==> config.mk <==
export PLATFORM = sky130hd
export DESIGN_NAME = dma_wr_dir_ctrl
export DESIGN_NICKNAME = d
export VERILOG_FILES = /design/src/rtl/dma_wr_dir_ctrl.sv
export SDC_FILE = /design/constraint.sdc
export NUM_CORES = 1
export LEC_CHECK = 0
export ABC_AREA = 1
export BUFFER_PORTS_ARGS = -buffer_cell sky130_fd_sc_hd__buf_2
export CAP_MARGIN = 20
export CORE_ASPECT_RATIO = 1.1
export CORE_MARGIN = 2
export CORE_UTILIZATION = 30
export CTS_BUF_LIST = sky130_fd_sc_hd__clkbuf_16
export CTS_CLUSTER_DIAMETER = 50
export DETAILED_ROUTE_END_ITERATION = 10
export SYNTH_ARGS = -nofsm -noshare
export SYNTH_HDL_FRONTEND = slang
export SYNTH_SLANG_ARGS = --single-unit
==> constraint.sdc <==
create_clock -name clk -period 1.8 [get_ports clk]
set_clock_uncertainty 0.2 [all_clocks]
set_input_delay 0.36 -clock clk [delete_from_list [all_inputs] [get_ports clk]]
set_output_delay 0.36 -clock clk [all_outputs]
set_load 0.005 [all_outputs]
==> src/rtl/dma_wr_dir_ctrl.sv <==
module dma_wr_dir_ctrl #(
  parameter int NUM_CORES = 4,
  parameter int ID_W      = 6
) (
  input  logic            clk,
  input  logic            rst_n,
  input  logic            wr_valid,
  input  logic [ID_W-1:0] wr_id,
  output logic            wr_ready,
  input  logic            dma_rd_valid,
  output logic            dma_rd_stall,
  input  logic            core_req_valid,
  output logic            core_req_stall,
  input  logic            vic_valid,
  output logic            vic_stall,
  output logic            mem_rd_req,
  output logic            probe_inv_req,
  input  logic            mem_data_valid,
  input  logic            llc_hit_valid,
  input  logic            prb_resp_valid,
  input  logic            prb_resp_data,
  input  logic            wb_ack_valid,
  output logic            wb_ack_pop,
  output logic            line_wb_valid,
  output logic            line_wb_probe_data,
  output logic            dma_ack_valid,
  output logic [ID_W-1:0] dma_ack_id,
  output logic            wake,
  output logic            busy
);

  localparam int CNT_W = $clog2(NUM_CORES + 1);

  typedef enum logic [1:0] {S_IDLE, S_WAIT_PM, S_WAIT_M, S_WAIT_P} st_t;

  st_t             state;
  logic [CNT_W-1:0] cnt;
  logic            done_q;
  logic            pdata_q;
  logic [ID_W-1:0] id_q;

  logic accept, mem_in, wait_prb, take_resp, finish;

  assign busy      = (state != S_IDLE);
  assign wr_ready  = !busy;
  assign accept    = wr_valid && !busy;
  assign mem_in    = mem_data_valid || llc_hit_valid;
  assign wait_prb  = (state == S_WAIT_PM) || (state == S_WAIT_P);
  assign take_resp = prb_resp_valid && wait_prb && (cnt != '0);
  assign finish    = ((state == S_WAIT_M)  && mem_in) ||
                     ((state == S_WAIT_P)  && done_q) ||
                     ((state == S_WAIT_PM) && mem_in && done_q);

  assign core_req_stall = busy && core_req_valid;
  assign dma_rd_stall   = busy && dma_rd_valid;
  assign vic_stall      = busy && vic_valid;
  assign wb_ack_pop     = wb_ack_valid;
  assign dma_ack_id     = id_q;

  always_ff @(posedge clk) begin
    if (!rst_n) begin
      state <= S_IDLE;
    end else begin
      case (state)
        S_IDLE:    if (accept) state <= S_WAIT_PM;
        S_WAIT_PM: begin
          if (mem_in && done_q) state <= S_IDLE;
          else if (mem_in)      state <= S_WAIT_P;
          else if (done_q)      state <= S_WAIT_M;
        end
        S_WAIT_M:  if (mem_in) state <= S_IDLE;
        S_WAIT_P:  if (done_q) state <= S_IDLE;
        default:   state <= S_IDLE;
      endcase
    end
  end

  always_ff @(posedge clk) begin
    if (!rst_n) begin
      cnt     <= '0;
      done_q  <= 1'b0;
      pdata_q <= 1'b0;
      id_q    <= '0;
    end else begin
      done_q <= take_resp && (cnt == CNT_W'(1));
      if (accept) begin
        cnt     <= CNT_W'(NUM_CORES);
        pdata_q <= 1'b0;
        id_q    <= wr_id;
      end else if (take_resp) begin
        cnt <= cnt - CNT_W'(1);
        if (prb_resp_data) pdata_q <= 1'b1;
      end
    end
  end

  always_ff @(posedge clk) begin
    if (!rst_n) begin
      mem_rd_req         <= 1'b0;
      probe_inv_req      <= 1'b0;
      line_wb_valid      <= 1'b0;
      line_wb_probe_data <= 1'b0;
      dma_ack_valid      <= 1'b0;
      wake               <= 1'b0;
    end else begin
      mem_rd_req         <= accept;
      probe_inv_req      <= accept;
      line_wb_valid      <= finish;
      line_wb_probe_data <= finish && pdata_q;
      dma_ack_valid      <= finish;
      wake               <= finish;
    end
  end

  a_r2_issue_after_accept: assert property (@(posedge clk) disable iff (!rst_n)
    mem_rd_req |-> $past(wr_valid && wr_ready));
  a_r2_issue_once: assert property (@(posedge clk) disable iff (!rst_n)
    probe_inv_req |=> !probe_inv_req);
  a_r3_cnt_bound: assert property (@(posedge clk) disable iff (!rst_n)
    cnt <= CNT_W'(NUM_CORES));
  a_r9_wake_with_ack: assert property (@(posedge clk) disable iff (!rst_n)
    wake |-> (dma_ack_valid && line_wb_valid && !busy));
  a_r4_ack_from_busy: assert property (@(posedge clk) disable iff (!rst_n)
    dma_ack_valid |-> $past(busy));
  a_r8_no_stall_idle: assert property (@(posedge clk) disable iff (!rst_n)
    !busy |-> (!core_req_stall && !vic_stall && !dma_rd_stall));
  a_r7_id_held: assert property (@(posedge clk) disable iff (!rst_n)
    (busy && $past(busy)) |-> $stable(dma_ack_id));

endmodule

==> results of run 1 <==
worst max path at each step:
stage / from / to / cells past startpoint
5_1_grt: state[1] / busy / 3
3_5_place_dp: cnt[0] / cnt[2] / 6
6_report: state[1] / busy / 3
3_3_place_gp: cnt[0] / cnt[2] / 6
2_1_floorplan: cnt[0] / cnt[2] / 6
4_1_cts: state[1] / busy / 3
metal layers:
metal / wire (um) / up-vias / track usage [%]
li1: - / 375 / -
met1: 686 / 318 / 13.2
met2: 811 / 25 / 21.3
met3: 99 / 4 / 2.62
met4: 40 / 0 / 7.69
met5: 0 / - / 0
stage by stage:
stage / std cells / worst slack [ps] / cell area, um^2 / hold slack (ps)
global route: 167 / 81.2 / 1010 / 109
detailed placement: 163 / 356 / 927 / 238
finish: 167 / 154 / 1010 / 97.8
CTS: 167 / 165 / 1010 / 93.7
floorplan: 106 / 477 / 771 / 223
global placement: 163 / 446 / 927 / 235
layout make-up:
type	instances	area share (%)
multi-input cells	67	34.2
flip-flops and latches	16	31.8
repair buffers	32	15.9
clock buffers	3	7.46
inverters	17	6.34
well taps	31	3.86
clock inverters	1	0.373
cells by family (layout without fill, tap and decap cells):
| family | after synthesis | count (layout) |
|---|---|---|
| adder cells (fa/ha/maj) | 3 | 3 |
| AND/OR/NAND/NOR | 56 | 56 |
| buffers and inverters | 23 | 53 |
| AO/OA/AOI/OAI | 8 | 8 |
| flip-flops | 16 | 16 |
sequential cells by signal, indices dropped and copies added (netlist names):
register	count
dma_ack_id	6
cnt	3
state	2
done_q	1
line_wb_probe_data	1
pdata_q	1
probe_inv_req	1
wake	1
synthesized netlist by cell type (2+ instances only):
library cell   n  area share, %
nand2_1       31             15
dfxtp_1       16             42
inv_1         14            6.8
nor2_1        11            5.4
buf_4          5            4.9
nand3_1        5            3.2
a21oi_1        4            2.6
ha_1           3            4.9
inv_2          3            1.5
nand2_2        2            1.6
nor2_4         2            2.9
power groups by stage:
stage | clock, mW | combinational [mW] | sequential, mW
2_1_floorplan | 0 | 0.193 | 0.427
3_3_place_gp | 0 | 0.254 | 0.439
3_5_place_dp | 0 | 0.263 | 0.440
4_1_cts | 0.450 | 0.264 | 0.433
5_1_grt | 0.465 | 0.296 | 0.438
6_report | 0.436 | 0.259 | 0.433
worst max-delay path, stage by stage (launching register included):
cell     delay (ps)
dfxtp_1         510
inv_1           110
nand2_2         100
buf_2           110
==> results_dict.tcl, run 1 <==
set metrics [dict create \
    status "completed" \
    critPathCaptureType "output port" \
    cts_setup_buffers 0 \
    cts_max_path_buffers 2 \
    hpwl_mm 1.32 \
    pwr-share-comb_pct 22.9 \
    pwr-share-seq_pct 38.4 \
    required_ps 1240 \
    syn_inst 106 \
    setup_viol 0 \
    crit_arrival_ps 1090 \
    drtPass1Iterations 4 \
    ys_seq_elements 16 \
    wl_per_cell_um 9.81 \
    final_common_cell "buf_2" \
    final_cell_mix "buf_2 (32), nand2_1 (31), dfxtp_1 (16), inv_1 (14), nor2_1 (11)" \
    async_flop_share_pct 0 \
    place.port_buffers 32 \
    cp_max_fo 8 \
    synth_warnings 0 \
    start_util_pct 31.2 \
    drc 0 \
    grt-ovfl-total 0 \
    synthesis.nets 126 \
    cap_violations 0 \
    synth-seq-area-share_pct 41.6 \
    multi_input_area_um2 344 \
    p_sw_share_pct 28.8 \
    die_area_um2 2990 \
    detail_route.wirelength_mm 1.64 \
    synth_cell_types 21 \
    drive_above_1_share_pct 33.1 \
    worst-r2r-setup-slack_ps 360 \
    grt_pass1_wl_mm 2.72 \
    drv_slew 0 \
    layout_min_cycle_time_ps 1650 \
    clk_latency_ps 250 \
    fmax_ghz 0.607 \
    timing.rr.start "cnt[0]" \
    cts_resized 0 \
    syn_area_um2 771 \
    synth_edf_count 0 \
    core-area_um2 2470 \
    clk_pin_slew_ps 50 \
    p_clk_share_pct 38.7 \
    gp_congestion 0.683 \
    hold_path_end "dma_ack_id[4]" \
    ios 35 \
    cts_tree "yes" \
    switchingPower_uw 325 \
    rsz0062_at_grt "false" \
    nFillCells 279 \
    avgSynthCellArea_um2 7.27 \
    p_int_uw 803 \
    rows 19 \
    clock-root-buffer "clkbuf_16" \
    first_iter_violations 8 \
    cts_hold_buf 0 \
    cts_buffers 3 \
    reg2reg_depth 6 \
    worstHoldPathType "in2reg" \
    setup_tns_ps 0 \
    cts_max_level 1 \
    antenna_left 0 \
    die_w_um 52.3 \
    regToRegEndpoint "cnt[2]" \
    hold_depth 3 \
    yosys.area_share.xor_xnor_pct 0 \
    worst_pin_slew_ps 332 \
    fin_crit_sh_pct 91.5 \
    area_growth_pct 30.5 \
    layout.nets 157 \
    grt.total_usage_pct 12.3 \
    synthMuxAreaShare_pct 0 \
    synth_ff_type "dfxtp_1" \
    diodes 0 \
    synth_top_family_by_area "simple AND/OR/NAND/NOR gates" \
    synth-adder-area-share_pct 4.87 \
    peakVddDrop_v 0.000546 \
    hold_viol_final 0 \
    crit_type "reg2out" \
    power_density_nw_per_um2 1120 \
    leakage_nw 0.537 \
    yosys.area_share.simple_pct 32.1 \
    critPathLaunchType "flip-flop" \
    register_area_um2 320 \
    synth_compound_area_share_pct 7.63 \
    fin_util_pct 40.7 \
    num_vias 722 \
    worstHoldStart "wr_id[4]" \
    relSlewSlack_pct 77.8 \
    antenna_found_initial 0 \
    die_h_um 57.2 \
    grt_pass1_vias 676 \
    vias_per_cell 4.32 \
    clkSinkCount 16 \
    grt_max_degree 10 \
    power_mw 1.13 \
]
No activity file was read; power rests on OpenSTA's default activity.
==> run 2, diff against run 1 <==
--- a/config.mk
+++ b/config.mk
@@ -14,6 +14,8 @@
 export CTS_BUF_LIST = sky130_fd_sc_hd__clkbuf_16
 export CTS_CLUSTER_DIAMETER = 50
 export DETAILED_ROUTE_END_ITERATION = 10
+export GPL_ROUTABILITY_DRIVEN = 0
+export GPL_TIMING_DRIVEN = 0
 export SYNTH_ARGS = -nofsm -noshare
 export SYNTH_HDL_FRONTEND = slang
 export SYNTH_SLANG_ARGS = --single-unit
==> constraint.sdc (replaced) <==
create_clock -name clk -period 2 [get_ports clk]
set_clock_uncertainty 0.2 [all_clocks]
set_input_delay 0.4 -clock clk [delete_from_list [all_inputs] [get_ports clk]]
set_output_delay 0.4 -clock clk [all_outputs]
set_load 0.005 [all_outputs]
==> run 2 against run 1 <==
- critical path depth unchanged
- flip-flop and latch count unchanged
- clock power decreased by 11%
- wire length decreased by 1.8%
- worst hold slack improved by 46 ps
- sequential share of layout area decreased by 1.3 points
- die area unchanged
- first-iteration DRC count unchanged
- core utilization increased by 1.7 points
- non-clock buffer count increased by 6
==> results_dict.tcl, run 2 (synthesized netlist as in run 1, its figures left out) <==
set metrics [dict create \
    setup_tns_ps 0 \
    hold_viol_final 0 \
    cts_hold_buf 0 \
    cts_tree "yes" \
    drtPass1Iterations 4 \
    antenna_found_initial 0 \
    first_iter_violations 8 \
    peakVddDrop_v 0.000863 \
    clock-root-buffer "clkbuf_16" \
    cts_resized 0 \
    grtUsageMet2_pct 20.0 \
    vias_per_cell 4.25 \
    die_h_um 57.2 \
    crit_type "reg2out" \
    core-area_um2 2470 \
    place_inst 169 \
    drv_slew 0 \
    clk_pin_slew_ps 50 \
    layout.nets 163 \
    cts_max_path_buffers 2 \
    num_vias 735 \
    slowest_delay_ps 470 \
    grt_pass1_wl_mm 2.65 \
    busiest_layer "met2" \
    start_util_pct 31.2 \
    final_cells 173 \
    rsz0062_at_grt "false" \
    die_w_um 52.3 \
    diodes 0 \
    cts_max_level 1 \
    leakage_nw 0.567 \
    grt-ovfl-total 0 \
    antenna_left 0 \
    fin_crit_sh_pct 80.2 \
    critPathLaunchType "flip-flop" \
    hpwl_mm 1.28 \
    drc 0 \
    grt_util_met3_pct 5.50 \
    largest_reg_flops 6 \
    power_density_nw_per_um2 983 \
    critical-path-slowest-cell "dfxtp_1" \
    drive_above_1_share_pct 35.9 \
    status "completed" \
    area_growth_pct 36.0 \
    cap_violations 0 \
    ios 35 \
    clk_latency_ps 240 \
    relSlewSlack_pct 82.0 \
    use_met1_pct 13.5 \
    critPathCaptureType "output port" \
    worst_pin_slew_ps 270 \
    place.port_buffers 32 \
    cts_setup_buffers 0 \
    timing.rr.start "cnt[0]" \
    rows 19 \
    required_ps 1400 \
    crit_path_start "state[0]" \
    crit_arrival_ps 1000 \
    grt_max_degree 10 \
    worstHoldStart "wr_id[2]" \
    detail_route.wirelength_mm 1.61 \
    layout_min_cycle_time_ps 1600 \
    crit_buf_inv 1 \
    final_common_cell "buf_2" \
    path_cells "nor2_4 > nor2_1 > buf_2" \
    final_cell_mix "buf_2 (33), nand2_1 (31), dfxtp_1 (16), inv_1 (14), nor2_1 (11)" \
    worstHoldPathType "in2reg" \
    clkSinkCount 16 \
    fmax_ghz 0.623 \
    setup_viol 0 \
    cp_top_family "flip-flops" \
    power_mw 1.03 \
    die_area_um2 2990 \
    grt_pass1_vias 657 \
    cp_max_fo 5 \
    wl_per_cell_um 9.30 \
    grt.total_usage_pct 11.8 \
    cts_buffers 3 \
    worst-r2r-setup-slack_ps 570 \
]
run 2: changes by cell type in the layout (fill, tap and decap cells not counted), sizes merged:
cell  previous run  this run
buf             32        38
run 2: cell type report:
cell class	instances	area, um^2
clock buffers	3	75.1
flip-flops and latches	16	320
inverters	17	63.8
well taps	31	38.8
repair buffers	32	160
plain buffers	6	42.5
multi-input cells	67	344
fillers	265	1420
clock inverters	1	3.75
run 2: worst paths after layout:
| path | cells past startpoint | endpoint |
|---|---|---|
| max reg2reg | 6 | cnt[2] |
| min reg2reg | 2 | dma_ack_id[1] |
| min | 3 | dma_ack_id[2] |
| max | 3 | vic_stall |
run 2: worst min-delay path, delay by kind of cell:
family,cells,cell delay (ps)
buf+inv,1,80
simple gates,2,80
run 2: power breakdown:
group	leakage [nW]	switching, mW	total (mW)	internal [mW]
clock network	0.0385	0.123	0.388	0.265
registers	0.131	0.0240	0.380	0.356
logic	0.397	0.145	0.263	0.118
total	0.567	0.292	1.03	0.739
run 2: through the flow:
step | utilization (%) | setup slack [ps] | area [um^2] | hold slack (ps)
2_1_floorplan | - | 677 | 771 | 223
3_3_place_gp | 39.2 | 614 | 970 | 235
3_5_place_dp | 39.2 | 563 | 970 | 246
4_1_cts | 42.4 | 378 | 1050 | 140
5_1_grt | 42.4 | 343 | 1050 | 161
6_report | 42.4 | 395 | 1050 | 143
run 2: routing by layer:
metal / part of all wire (%) / vias up
li1: - / 391
met1: 42 / 317
met2: 50 / 27
met3: 8.6 / 0
met4: 0 / 0
met5: 0 / -
==> run 3, diff against run 2 <==
==> constraint.sdc (replaced) <==
create_clock -name clk -period 1.4 [get_ports clk]
set_clock_uncertainty 0.2 [all_clocks]
set_input_delay 0.28 -clock clk [delete_from_list [all_inputs] [get_ports clk]]
set_output_delay 0.28 -clock clk [all_outputs]
set_load 0.005 [all_outputs]
==> run 3 against run 2 <==
- register-to-register slack worse by 510 ps
- largest cell class unchanged
- worst hold slack worse by 120 ps
- critical endpoint unchanged
- die area stayed put
==> results_dict.tcl, run 3 (synthesized netlist as in run 1, its figures left out) <==
set metrics [dict create \
    status "completed" \
    critPathLaunchType "flip-flop" \
    leakage_nw 0.594 \
    place.port_buffers 32 \
    cts_max_level 1 \
    fmax_ghz 0.720 \
    antenna_found_initial 0 \
    critPathCaptureType "output port" \
    layout_min_cycle_time_ps 1390 \
    power_density_nw_per_um2 1370 \
    p_int_mw 1.09 \
    num_vias 754 \
    hold_viol_final 0 \
    die_area_um2 2990 \
    cts_max_path_buffers 2 \
    largest_reg_flops 6 \
    hpwl_mm 1.28 \
    drv_slew 0 \
    cts_tree "yes" \
    die_h_um 57.2 \
    relSlewSlack_pct 82.8 \
    fin_crit_sh_pct 99.3 \
    detail_route.wirelength_mm 1.68 \
    placed_area_um2 970 \
    p_sw_share_pct 28.4 \
    fin_util_pct 45.0 \
    slowest_delay_ps 350 \
    drtPass1Iterations 4 \
    layout.nets 167 \
    final_cells 177 \
    worst_pin_slew_ps 256 \
    crit_buf_inv 1 \
    critical-path-slowest-cell "dfxtp_4" \
    required_ps 920 \
    setup_ws_ps 10.4 \
    antenna_left 0 \
    switchingPower_uw 432 \
    grt_pass1_vias 693 \
    pwr-share-comb_pct 26.9 \
    start_util_pct 31.2 \
    crit_type "reg2out" \
    cts_buffers 3 \
    hold_ws_ps 23.4 \
    postLayoutCellArea_um2 1110 \
    p_clk_share_pct 36.4 \
    vias_per_cell 4.26 \
    cap_violations 0 \
    cp_max_fo 5 \
    worstHoldPathType "in2reg" \
    crit_arrival_ps 910 \
    grt.total_usage_pct 12.3 \
    clk_pin_slew_ps 50 \
    cp_top_family "flip-flops" \
    diodes 0 \
    pwr-share-seq_pct 36.7 \
    rsz0062_at_grt "true" \
    clkSinkCount 16 \
    grt_pass1_wl_mm 2.77 \
    first_iter_violations 12 \
    core-area_um2 2470 \
    setup_viol 0 \
    ios 35 \
    grt-ovfl-total 0 \
    setup_tns_ps 0 \
    power_mw 1.52 \
    clk_latency_ps 240 \
    place_inst 169 \
    area_growth_pct 44.5 \
    die_w_um 52.3 \
    peakVddDrop_v 0.00125 \
    clock-root-buffer "clkbuf_16" \
    final_common_cell "buf_2" \
    wl_per_cell_um 9.51 \
    nFillCells 263 \
    place_ws_ps -37.3 \
    final_cell_mix "buf_2 (33), nand2_1 (31), inv_1 (12), dfxtp_1 (12), nor2_1 (9)" \
    cts_hold_buf 0 \
    drive_above_1_share_pct 44.5 \
    drc 0 \
    path_cells "nor2_4 > nor2_1 > buf_2" \
    rows 19 \
    grt_max_degree 10 \
]
run 3: changes by cell type in the layout (fill, tap and decap cells not counted), moves of 2 or more:
cell     delta
buf_4       +3
dfxtp_1     -4
dfxtp_2     +2
dfxtp_4     +2
inv_1       -2
inv_2       +2
nor2_1      -2
nor2_2      +2
run 3: timing repair:
| action | CTS | global route |
|---|---|---|
| setup buffers | 4 | 1 |
| gates resized for setup | 4 | 10 |
| pin swaps | 2 | 3 |
| endpoints found under the setup margin | 8 | 9 |
| hold endpoints to repair | 0 | 0 |
run 3: per-layer routing:
metal  vias up  track usage [%]  routed length, um
met5         -                0                  0
met4         0             2.20                  0
met3         0             5.50                136
met2        25             21.8                864
met1       329             13.5                683
li1        400                -                  -
run 3: cell type report:
cell class | instances | area (um^2) | area share (%)
Inverter | 17 | 63.8 | 5.73
Sequential cell | 16 | 330 | 29.7
Multi-Input combinational cell | 67 | 365 | 32.8
Clock buffer | 3 | 75.1 | 6.74
Tap cell | 31 | 38.8 | 3.48
Timing Repair Buffer | 37 | 201 | 18.1
Clock inverter | 1 | 3.75 | 0.337
Buffer | 5 | 35.0 | 3.15
run 3: final timing paths:
kind	from	end	slack, ps	cells after the start
worst max-delay path	state[1]	vic_stall	10	3
worst max register to register	state[1]	state[1]	60	8
worst min-delay path	wr_id[2]	dma_ack_id[2]	20	3
worst min register to register	dma_ack_id[1]	dma_ack_id[1]	250	2
run 3: worst register-to-register path, delay by kind of cell (launching register included):
kind	cells	cell delay (ps)
flip-flops	1	350
AND/OR/NAND/NOR	6	400
buffers and inverters	2	270
run 3: power groups by stage:
stage | logic (mW) | registers [mW] | clock network, mW
floorplan | 0.248 | 0.550 | 0
global placement | 0.370 | 0.549 | 0
detailed placement | 0.382 | 0.551 | 0
CTS | 0.399 | 0.556 | 0.570
global route | 0.467 | 0.566 | 0.581
finish | 0.409 | 0.559 | 0.554
